--- config.mk ---
export PLATFORM = sky130hd
export DESIGN_NAME = serial_host_regs
export DESIGN_NICKNAME = d
export VERILOG_FILES = /design/src/rtl/serial_regs_pkg.sv /design/src/rtl/sr_rx_fifo.sv /design/src/rtl/sr_txe_fsm.sv /design/src/rtl/sr_intr_ident.sv /design/src/rtl/serial_host_regs.sv
export SDC_FILE = /design/constraint.sdc
export NUM_CORES = 1
export LEC_CHECK = 0
export BUFFER_PORTS_ARGS = -buffer_cell sky130_fd_sc_hd__buf_2
export CORE_UTILIZATION = 50
export DETAILED_ROUTE_END_ITERATION = 8
export PLACE_DENSITY_LB_ADDON = 0.12
export SLEW_MARGIN = 5
export SYNTH_ARGS = -nofsm -noshare
export SYNTH_HDL_FRONTEND = slang
export SYNTH_SLANG_ARGS = --single-unit
--- constraint.sdc ---
create_clock -name clk -period 4 [get_ports clk]
set_clock_uncertainty 0.1 [all_clocks]
set_input_delay 0.2 -clock clk [delete_from_list [all_inputs] [get_ports clk]]
set_output_delay 0.2 -clock clk [all_outputs]
set_load 0.005 [all_outputs]
--- src/rtl/serial_regs_pkg.sv ---
package serial_regs_pkg;
    localparam int DATA_W = 8;
    localparam int ADDR_W = 3;

    typedef enum logic [2:0] {
        OFS_DATA    = 3'd0,
        OFS_IEN     = 3'd1,
        OFS_IDENT   = 3'd2,
        OFS_LCTL    = 3'd3,
        OFS_MCTL    = 3'd4,
        OFS_LSTAT   = 3'd5,
        OFS_MSTAT   = 3'd6,
        OFS_SCRATCH = 3'd7
    } ofs_e;

    typedef enum logic {
        TXE_IDLE,
        TXE_PENDING
    } txe_state_e;

    localparam logic [DATA_W-1:0] ID_RX       = 8'h04;
    localparam logic [DATA_W-1:0] ID_TX       = 8'h02;
    localparam logic [DATA_W-1:0] ID_NONE     = 8'h01;
    localparam logic [DATA_W-1:0] MSTAT_VALUE = 8'hB0;
    localparam logic [DATA_W-1:0] LSTAT_BASE  = 8'h60;

    localparam int LCTL_DIV_BIT  = 7;
    localparam int MCTL_LOOP_BIT = 4;
    localparam int IEN_RX_BIT    = 0;
    localparam int IEN_TX_BIT    = 1;
endpackage

--- src/rtl/sr_rx_fifo.sv ---
module sr_rx_fifo #(
    parameter int DEPTH = 16,
    parameter int WIDTH = 8,
    localparam int PTR_W = (DEPTH > 1) ? $clog2(DEPTH) : 1,
    localparam int CNT_W = $clog2(DEPTH + 1)
) (
    input  logic             clk,
    input  logic             rst_n,
    input  logic             push,
    input  logic [WIDTH-1:0] push_data,
    input  logic             pop,
    output logic [WIDTH-1:0] head,
    output logic             empty,
    output logic [CNT_W-1:0] count
);
    localparam logic [PTR_W-1:0] LAST_PTR = PTR_W'(DEPTH - 1);
    localparam logic [CNT_W-1:0] FULL_CNT = CNT_W'(DEPTH);

    logic [WIDTH-1:0] mem [DEPTH];
    logic [PTR_W-1:0] wr_ptr, rd_ptr;
    logic [CNT_W-1:0] cnt_q;
    logic             do_pop, do_push;

    function automatic logic [PTR_W-1:0] bump(input logic [PTR_W-1:0] p);
        return (p == LAST_PTR) ? '0 : p + 1'b1;
    endfunction

    // A pop on an empty queue does nothing. A push into a full queue
    // is accepted only if a pop frees a slot in the same cycle.
    assign do_pop  = pop && (cnt_q != '0);
    assign do_push = push && ((cnt_q != FULL_CNT) || do_pop);

    always_ff @(posedge clk) begin
        if (do_push) begin
            mem[wr_ptr] <= push_data;
        end
    end

    always_ff @(posedge clk) begin
        if (!rst_n) begin
            wr_ptr <= '0;
            rd_ptr <= '0;
            cnt_q  <= '0;
        end else begin
            if (do_push) wr_ptr <= bump(wr_ptr);
            if (do_pop)  rd_ptr <= bump(rd_ptr);
            unique case ({do_push, do_pop})
                2'b10:   cnt_q <= cnt_q + 1'b1;
                2'b01:   cnt_q <= cnt_q - 1'b1;
                default: cnt_q <= cnt_q;
            endcase
        end
    end

    assign head  = mem[rd_ptr];
    assign empty = (cnt_q == '0);
    assign count = cnt_q;
endmodule

--- src/rtl/sr_txe_fsm.sv ---
module sr_txe_fsm
    import serial_regs_pkg::*;
(
    input  logic clk,
    input  logic rst_n,
    input  logic set_evt,
    input  logic clr_evt,
    output logic pending
);
    txe_state_e state_q, state_d;

    always_ff @(posedge clk) begin
        if (!rst_n) state_q <= TXE_IDLE;
        else        state_q <= state_d;
    end

    // A set event in the same cycle as a clear event wins.
    always_comb begin
        state_d = state_q;
        unique case (state_q)
            TXE_IDLE:    if (set_evt) state_d = TXE_PENDING;
            TXE_PENDING: if (clr_evt && !set_evt) state_d = TXE_IDLE;
            default:     state_d = TXE_IDLE;
        endcase
    end

    always_comb begin
        pending = (state_q == TXE_PENDING);
    end
endmodule

--- src/rtl/sr_intr_ident.sv ---
module sr_intr_ident
    import serial_regs_pkg::*;
(
    input  logic              rx_en,
    input  logic              rx_ready,
    input  logic              tx_en,
    input  logic              tx_pend,
    output logic [DATA_W-1:0] ident,
    output logic              tx_chosen,
    output logic              irq
);
    logic rx_cause, tx_cause;

    assign rx_cause = rx_en && rx_ready;
    assign tx_cause = tx_en && tx_pend;

    // The receive cause always outranks the transmit cause.
    always_comb begin
        tx_chosen = 1'b0;
        if (rx_cause) begin
            ident = ID_RX;
        end else if (tx_cause) begin
            ident     = ID_TX;
            tx_chosen = 1'b1;
        end else begin
            ident = ID_NONE;
        end
    end

    assign irq = rx_cause || tx_cause;
endmodule

--- src/rtl/serial_host_regs.sv ---
module serial_host_regs
    import serial_regs_pkg::*;
#(
    parameter int FIFO_DEPTH = 16,
    localparam int CNT_W = $clog2(FIFO_DEPTH + 1)
) (
    input  logic              clk,
    input  logic              rst_n,
    input  logic [ADDR_W-1:0] bus_addr,
    input  logic              bus_wr,
    input  logic              bus_rd,
    input  logic [DATA_W-1:0] bus_wdata,
    output logic [DATA_W-1:0] bus_rdata,
    output logic              tx_valid,
    output logic [DATA_W-1:0] tx_data,
    input  logic              rx_push,
    input  logic [DATA_W-1:0] rx_byte,
    output logic              irq
);
    ofs_e              ofs;
    logic [DATA_W-1:0] ien_q, lctl_q, mctl_q, scr_q, div_lo_q, div_hi_q;
    logic [DATA_W-1:0] rdata_q, rd_mux;
    logic [DATA_W-1:0] tx_data_q;
    logic              tx_valid_q;

    logic              div_sel, loop_on;
    logic              wr_data, emit, loop_wr, rd_pop;
    logic              fifo_push;
    logic [DATA_W-1:0] fifo_push_data, fifo_head;
    logic              rx_empty;
    logic [CNT_W-1:0]  rx_count;
    logic              txe_set, txe_clr, txe_pend;
    logic [DATA_W-1:0] ident;
    logic              ident_tx;

    assign ofs     = ofs_e'(bus_addr);
    assign div_sel = lctl_q[LCTL_DIV_BIT];
    assign loop_on = mctl_q[MCTL_LOOP_BIT];

    assign wr_data = bus_wr && (ofs == OFS_DATA) && !div_sel;
    assign emit    = wr_data && !loop_on;
    assign loop_wr = wr_data && loop_on;
    assign rd_pop  = bus_rd && (ofs == OFS_DATA) && !div_sel;

    // A loopback write takes the queue's input in place of the push port.
    assign fifo_push      = loop_wr || rx_push;
    assign fifo_push_data = loop_wr ? bus_wdata : rx_byte;

    sr_rx_fifo #(
        .DEPTH (FIFO_DEPTH),
        .WIDTH (DATA_W)
    ) u_rx_fifo (
        .clk       (clk),
        .rst_n     (rst_n),
        .push      (fifo_push),
        .push_data (fifo_push_data),
        .pop       (rd_pop),
        .head      (fifo_head),
        .empty     (rx_empty),
        .count     (rx_count)
    );

    sr_intr_ident u_ident (
        .rx_en     (ien_q[IEN_RX_BIT]),
        .rx_ready  (!rx_empty),
        .tx_en     (ien_q[IEN_TX_BIT]),
        .tx_pend   (txe_pend),
        .ident     (ident),
        .tx_chosen (ident_tx),
        .irq       (irq)
    );

    assign txe_set = (bus_wr && (ofs == OFS_IEN) && !div_sel && bus_wdata[IEN_TX_BIT])
                  || (emit && ien_q[IEN_TX_BIT]);
    assign txe_clr = bus_rd && (ofs == OFS_IDENT) && ident_tx;

    sr_txe_fsm u_txe (
        .clk     (clk),
        .rst_n   (rst_n),
        .set_evt (txe_set),
        .clr_evt (txe_clr),
        .pending (txe_pend)
    );

    always_ff @(posedge clk) begin
        if (!rst_n) begin
            ien_q    <= '0;
            lctl_q   <= '0;
            mctl_q   <= '0;
            scr_q    <= '0;
            div_lo_q <= '0;
            div_hi_q <= '0;
        end else if (bus_wr) begin
            unique case (ofs)
                OFS_DATA:    if (div_sel) div_lo_q <= bus_wdata;
                OFS_IEN:     if (div_sel) div_hi_q <= bus_wdata;
                             else         ien_q    <= bus_wdata;
                OFS_LCTL:    lctl_q <= bus_wdata;
                OFS_MCTL:    mctl_q <= bus_wdata;
                OFS_SCRATCH: scr_q  <= bus_wdata;
                default:     ;
            endcase
        end
    end

    always_comb begin
        unique case (ofs)
            OFS_DATA:    rd_mux = div_sel ? div_lo_q : (rx_empty ? '0 : fifo_head);
            OFS_IEN:     rd_mux = div_sel ? div_hi_q : ien_q;
            OFS_IDENT:   rd_mux = ident;
            OFS_LCTL:    rd_mux = lctl_q;
            OFS_MCTL:    rd_mux = mctl_q;
            OFS_LSTAT:   rd_mux = LSTAT_BASE | {{(DATA_W-1){1'b0}}, !rx_empty};
            OFS_MSTAT:   rd_mux = MSTAT_VALUE;
            OFS_SCRATCH: rd_mux = scr_q;
            default:     rd_mux = '0;
        endcase
    end

    always_ff @(posedge clk) begin
        if (!rst_n) begin
            rdata_q    <= '0;
            tx_valid_q <= 1'b0;
            tx_data_q  <= '0;
        end else begin
            if (bus_rd) rdata_q <= rd_mux;
            tx_valid_q <= emit;
            if (emit) tx_data_q <= bus_wdata;
        end
    end

    assign bus_rdata = rdata_q;
    assign tx_valid  = tx_valid_q;
    assign tx_data   = tx_data_q;
endmodule

==> out/summary.md <==
## Outcome
• finished, final reports clean — outcome

## Drt
• 561 — DRC violation total after the first TritonRoute iteration
• 21.9 mm — total wirelength of the detailed-routed design
• 0 — DRC viols
• 0 — remaining number of nets flagged by the antenna check after routing
• 5 — TritonRoute pass-1 iters
• 21.7 µm — average wire per standard cell
• 5.91 — vias per cell
• 5,941 — vias after detailed routing

## Global route
• 0.246 — total global routing track utilization
• 0.325 — met1 Track Usage GR
• 5,970 — via count of the first global-routing pass
• 0 — total global routing overflow
• 0.0429 — GRT met3 Usage
• 34.1 mm — first-pass GRT wire length
• met2 — most used routing layer
• 0 — initial antenna violation count
• 0.408 — met2 track demand over resource in global routing
• 47 — largest net degree at the start of global routing

## Yosys
• 128 — number of enable-type register cells in the synthesized netlist
• edfxtp_1 — largest area contributor in the netlist
• 211 — number of flip-flops and latches in the synthesized netlist
• 0.131 — mux cell area share after synthesis
• edfxtp_1 — most used flip-flop cell after synthesis
• 0 — post-synthesis async set-or-reset flop share
• 727 — Synth Instances
• 59 — Cell variety after synth
• 0.114 — Simple-Gate Fraction of Synth Area
• multiplexers — dominant combinational cell family by area after synthesis
• edfxtp_1 (43%), dfxtp_1 (19%), mux2i_1 (7.3%) — top cells by area in the synthesized netlist
• 8970 µm² — total standard cell area after synthesis
• 0.00390 — XOR/XNOR share of the synthesized area
• 760 — post-synthesis net count
• 0.0959 — fraction of the mapped netlist area in compound gates
• 0.428 — share of the synthesized area in the top cell type
• 0.613 — register area share after synthesis
• 12.3 µm² — mean instance size in the synthesized netlist
• 0 — number of warnings issued by yosys
• 0.0134 — Post-Synth Adder-Cell Area

## Cells and area
• 0 — antenna cell count
• 798 — post-layout net count
• 10,200 µm² — final non-filler cell area
• 0.160 — fraction of layout instances using a drive strength above 1
• 13.1% — post-synthesis to final-layout area growth

## Worst setup path
• 0.46 ns — delay of the slowest cell on the worst path
• flop — Critical Path Start Type
• 3.40 ns — Worst EP arrival
• 0.87 ns — internal reg-to-reg setup slack
• flop — Critical Path End Type
• u_rx_fifo.count[4] — reg2reg end
• compound AO/OA/AOI/OAI gates — kind of cell with the highest combined delay on the critical path
• buf_4 > nand2b_1 > a211oi_4 > and2_1 > ha_1 > a21o_1 > a21oi_1 > nor3_1 > a211oi_1 > a211oi_2 — ordered list of cells on the worst path
• 1 — total buffers and inverters traversed by the critical path
• lctl_q[7] — launch point of the worst reg-to-reg path
• 4.27 ns — data required time at the worst endpoint
• 15 — Max Fanout on Critical Path
• 10 — reg2reg path depth
• dfxtp_1 — Crit-path slowest cell
• flop to flop — startpoint-to-endpoint class of the critical path

## Pwr
• 0.431 — part of the total power dissipated in the clock network
• 0.219 — switching power share of the total
• 0.00101 W — net switching power figure
• 0.00359 W — internal power of the cells
• 3.51 nW — leakage power
• 453 nW/µm² — power density over cell area
• 0.056 — portion of total power attributed to combinational logic
• 0.513 — sequential fraction of design power
• 0.386 mV — worst voltage drop across the vdd grid
• 0.00460 W — PnR Total Power

## Placed design
• 15.1 mm — total half-perimeter wirelength after legalization and detailed placement
• 0.885 — Final Wtd Congestion
• 41 — count of buffers from port buffering
• 9360 µm² — cell area after placement

## Clock tree
• 0.06 ns — clock-pin slew on the worst setup and hold paths
• 3 — Max Buffers Root-to-Sink
• 211 — number of sinks driven by the clock tree
• clkbuf_16 — CTS Root Buffer Type
• 1 — CTS H-tree depth
• 23 — number of buffers added by the clock tree synthesis step
• 0.51 ns — source-to-sink clock delay at the later pin of the worst-skew pair
• done — TritonCTS clock tree

## Worst hold path
• primary input to flop — worst hold path type
• bus_rdata[7] — end point of the worst hold path
• rst_n — startpoint of the worst hold path
• 3 — Hold Path Depth

## Timing
• 0.350 — worst max-slew margin expressed relative to the limit
• 0.782 — post-route fraction of the period consumed by the critical path
• 0.975 ns — measured slew at the worst slew-check pin
• 0.320 GHz — f_max
• no — unrepaired setup endpoints after global routing
• 0 — Setup violations, final
• 0 — max-slew violation total from the final report
• 0 ns — total negative setup slack
• 3.13 ns — clock period minus final worst setup slack
• 0 — number of endpoints with negative hold slack in the final report

## Floorplanning
• 136 µm — die boundary width
• 0.515 — Initial Utilization
• 18,500 µm² — DIE AREA
• 42 — IO Pins
• 48 — number of rows created at floorplan
• 136 µm — Die Span Y
• 17,400 µm² — core area

## Flow run
• 0 — max cap viols

metrics by stage:
stage	utilization	hold slack, ns	setup slack (ns)	std cells
floorplan	-	0.252	1.32	727
global placement	0.537	0.341	0.827	957
detailed placement	0.537	0.346	0.755	957
CTS	0.583	0.00891	0.916	1006
global route	0.583	0.0430	0.644	1006
finish	0.583	0.0258	0.870	1006
power groups by stage:
stage	registers (W)	clock network (W)	logic, W
CTS	0.00236	0.00202	0.000255
floorplan	0.00240	0	0.000160
detailed placement	0.00241	0	0.000249
finish	0.00236	0.00198	0.000256
global placement	0.00240	0	0.000242
global route	0.00236	0.00210	0.000280
repair_timing:
item	CTS	global route
setup buffers	0	0
resized for setup	0	0
hold endpoints to repair	34	0
hold buffers	8	0
sequential cells by signal, summed over array words and instances (netlist names), 5 cells and up, named ones only:
| name | flops |
|---|---|
| mctl_q | 8 |
| scr_q | 8 |
| div_lo_q | 8 |
| u_rx_fifo.mem | 128 |
| u_rx_fifo.count | 5 |
| div_hi_q | 8 |
| ien_q | 8 |
| bus_rdata | 8 |
| tx_data | 8 |
| lctl_q | 8 |
worst max-delay path by stage:
| stage | from | endpoint | cells past startpoint |
|---|---|---|---|
| final | lctl_q[7] | u_rx_fifo.count[4] | 10 |
| after CTS | lctl_q[7] | u_rx_fifo.count[4] | 10 |
| after detailed placement | bus_addr[2] | u_rx_fifo.count[4] | 10 |
| after global routing | lctl_q[7] | u_rx_fifo.count[4] | 10 |
| after floorplan | bus_wr | u_rx_fifo.mem[0][0] | 6 |
| after global placement | bus_addr[2] | u_rx_fifo.count[4] | 10 |
cells by family after synthesis:
| logic type | after synthesis |
|---|---|
| adders and majority gates | 9 |
| buffers and inverters | 58 |
| and+or+nand+nor | 217 |
| DFF | 211 |
| xor gates and xnor gates | 4 |
| muxes | 94 |
| AOI/OAI and AO/OA | 134 |
cells in the final DEF, fill, tap and decap left out, types with 3 or more instances in the layout:
master,n
a2111oi_0,5
a211oi_1,7
a21oi_1,54
a221oi_1,5
a22o_1,3
a22oi_1,8
a31oi_1,10
and2_1,8
and3_1,11
buf_2,41
buf_4,10
clkbuf_1,8
clkbuf_16,23
clkinv_2,3
dfxtp_1,82
dlygate4sd3_1,8
edfxtp_1,128
ha_1,8
inv_1,10
mux2_2,11
mux2i_1,65
mux4_2,18
nand2_1,97
nand2b_1,5
nand3_1,12
nand4_1,8
nor2_1,43
nor2b_1,12
nor3_1,3
nor4b_2,3
o211ai_1,3
o21ai_0,17
o22ai_1,3
Yosys cell counts, types with 3 or more instances:
| master | instances |
|---|---|
| o21ai_0 | 17 |
| buf_2 | 11 |
| a211oi_1 | 7 |
| nand2b_1 | 5 |
| nand3_1 | 12 |
| nor2_1 | 43 |
| o22ai_1 | 3 |
| a31oi_1 | 10 |
| clkbuf_1 | 32 |
| a22o_1 | 3 |
| and3_1 | 11 |
| nor3_1 | 3 |
| a2111oi_0 | 5 |
| o211ai_1 | 3 |
| mux2i_1 | 65 |
| nand2_1 | 97 |
| dfxtp_1 | 83 |
| mux2_2 | 11 |
| a221oi_1 | 5 |
| a22oi_1 | 8 |
| nor4b_1 | 3 |
| nor2b_1 | 12 |
| a21oi_1 | 54 |
| ha_1 | 8 |
| nand4_1 | 8 |
| edfxtp_1 | 128 |
| and2_1 | 8 |
| mux4_2 | 18 |
| inv_1 | 10 |
per-layer routing:
metal	part of all wire	up-vias	wire, µm
li1	-	2785	-
met1	0.44	2940	9560
met2	0.49	168	10700
met3	0.047	48	1030
met4	0.028	0	612
met5	0	-	0
area by class of cell:
| cell class | count | area [µm²] |
|---|---|---|
| fillers | 1443 | 7270 |
| flip-flops and latches | 211 | 5510 |
| multi-input cells | 458 | 3250 |
| clock buffers | 33 | 633 |
| repair buffers | 59 | 360 |
| well taps | 225 | 282 |
| clock inverters | 8 | 77.6 |
| inverters | 12 | 45.0 |
worst min-delay path, stage by stage:
cell,delay [ns]
buf_2,0.21
o21ai_0,0.12
a211oi_1,0.05
Note: power is estimated with default switching activity, not from simulation.
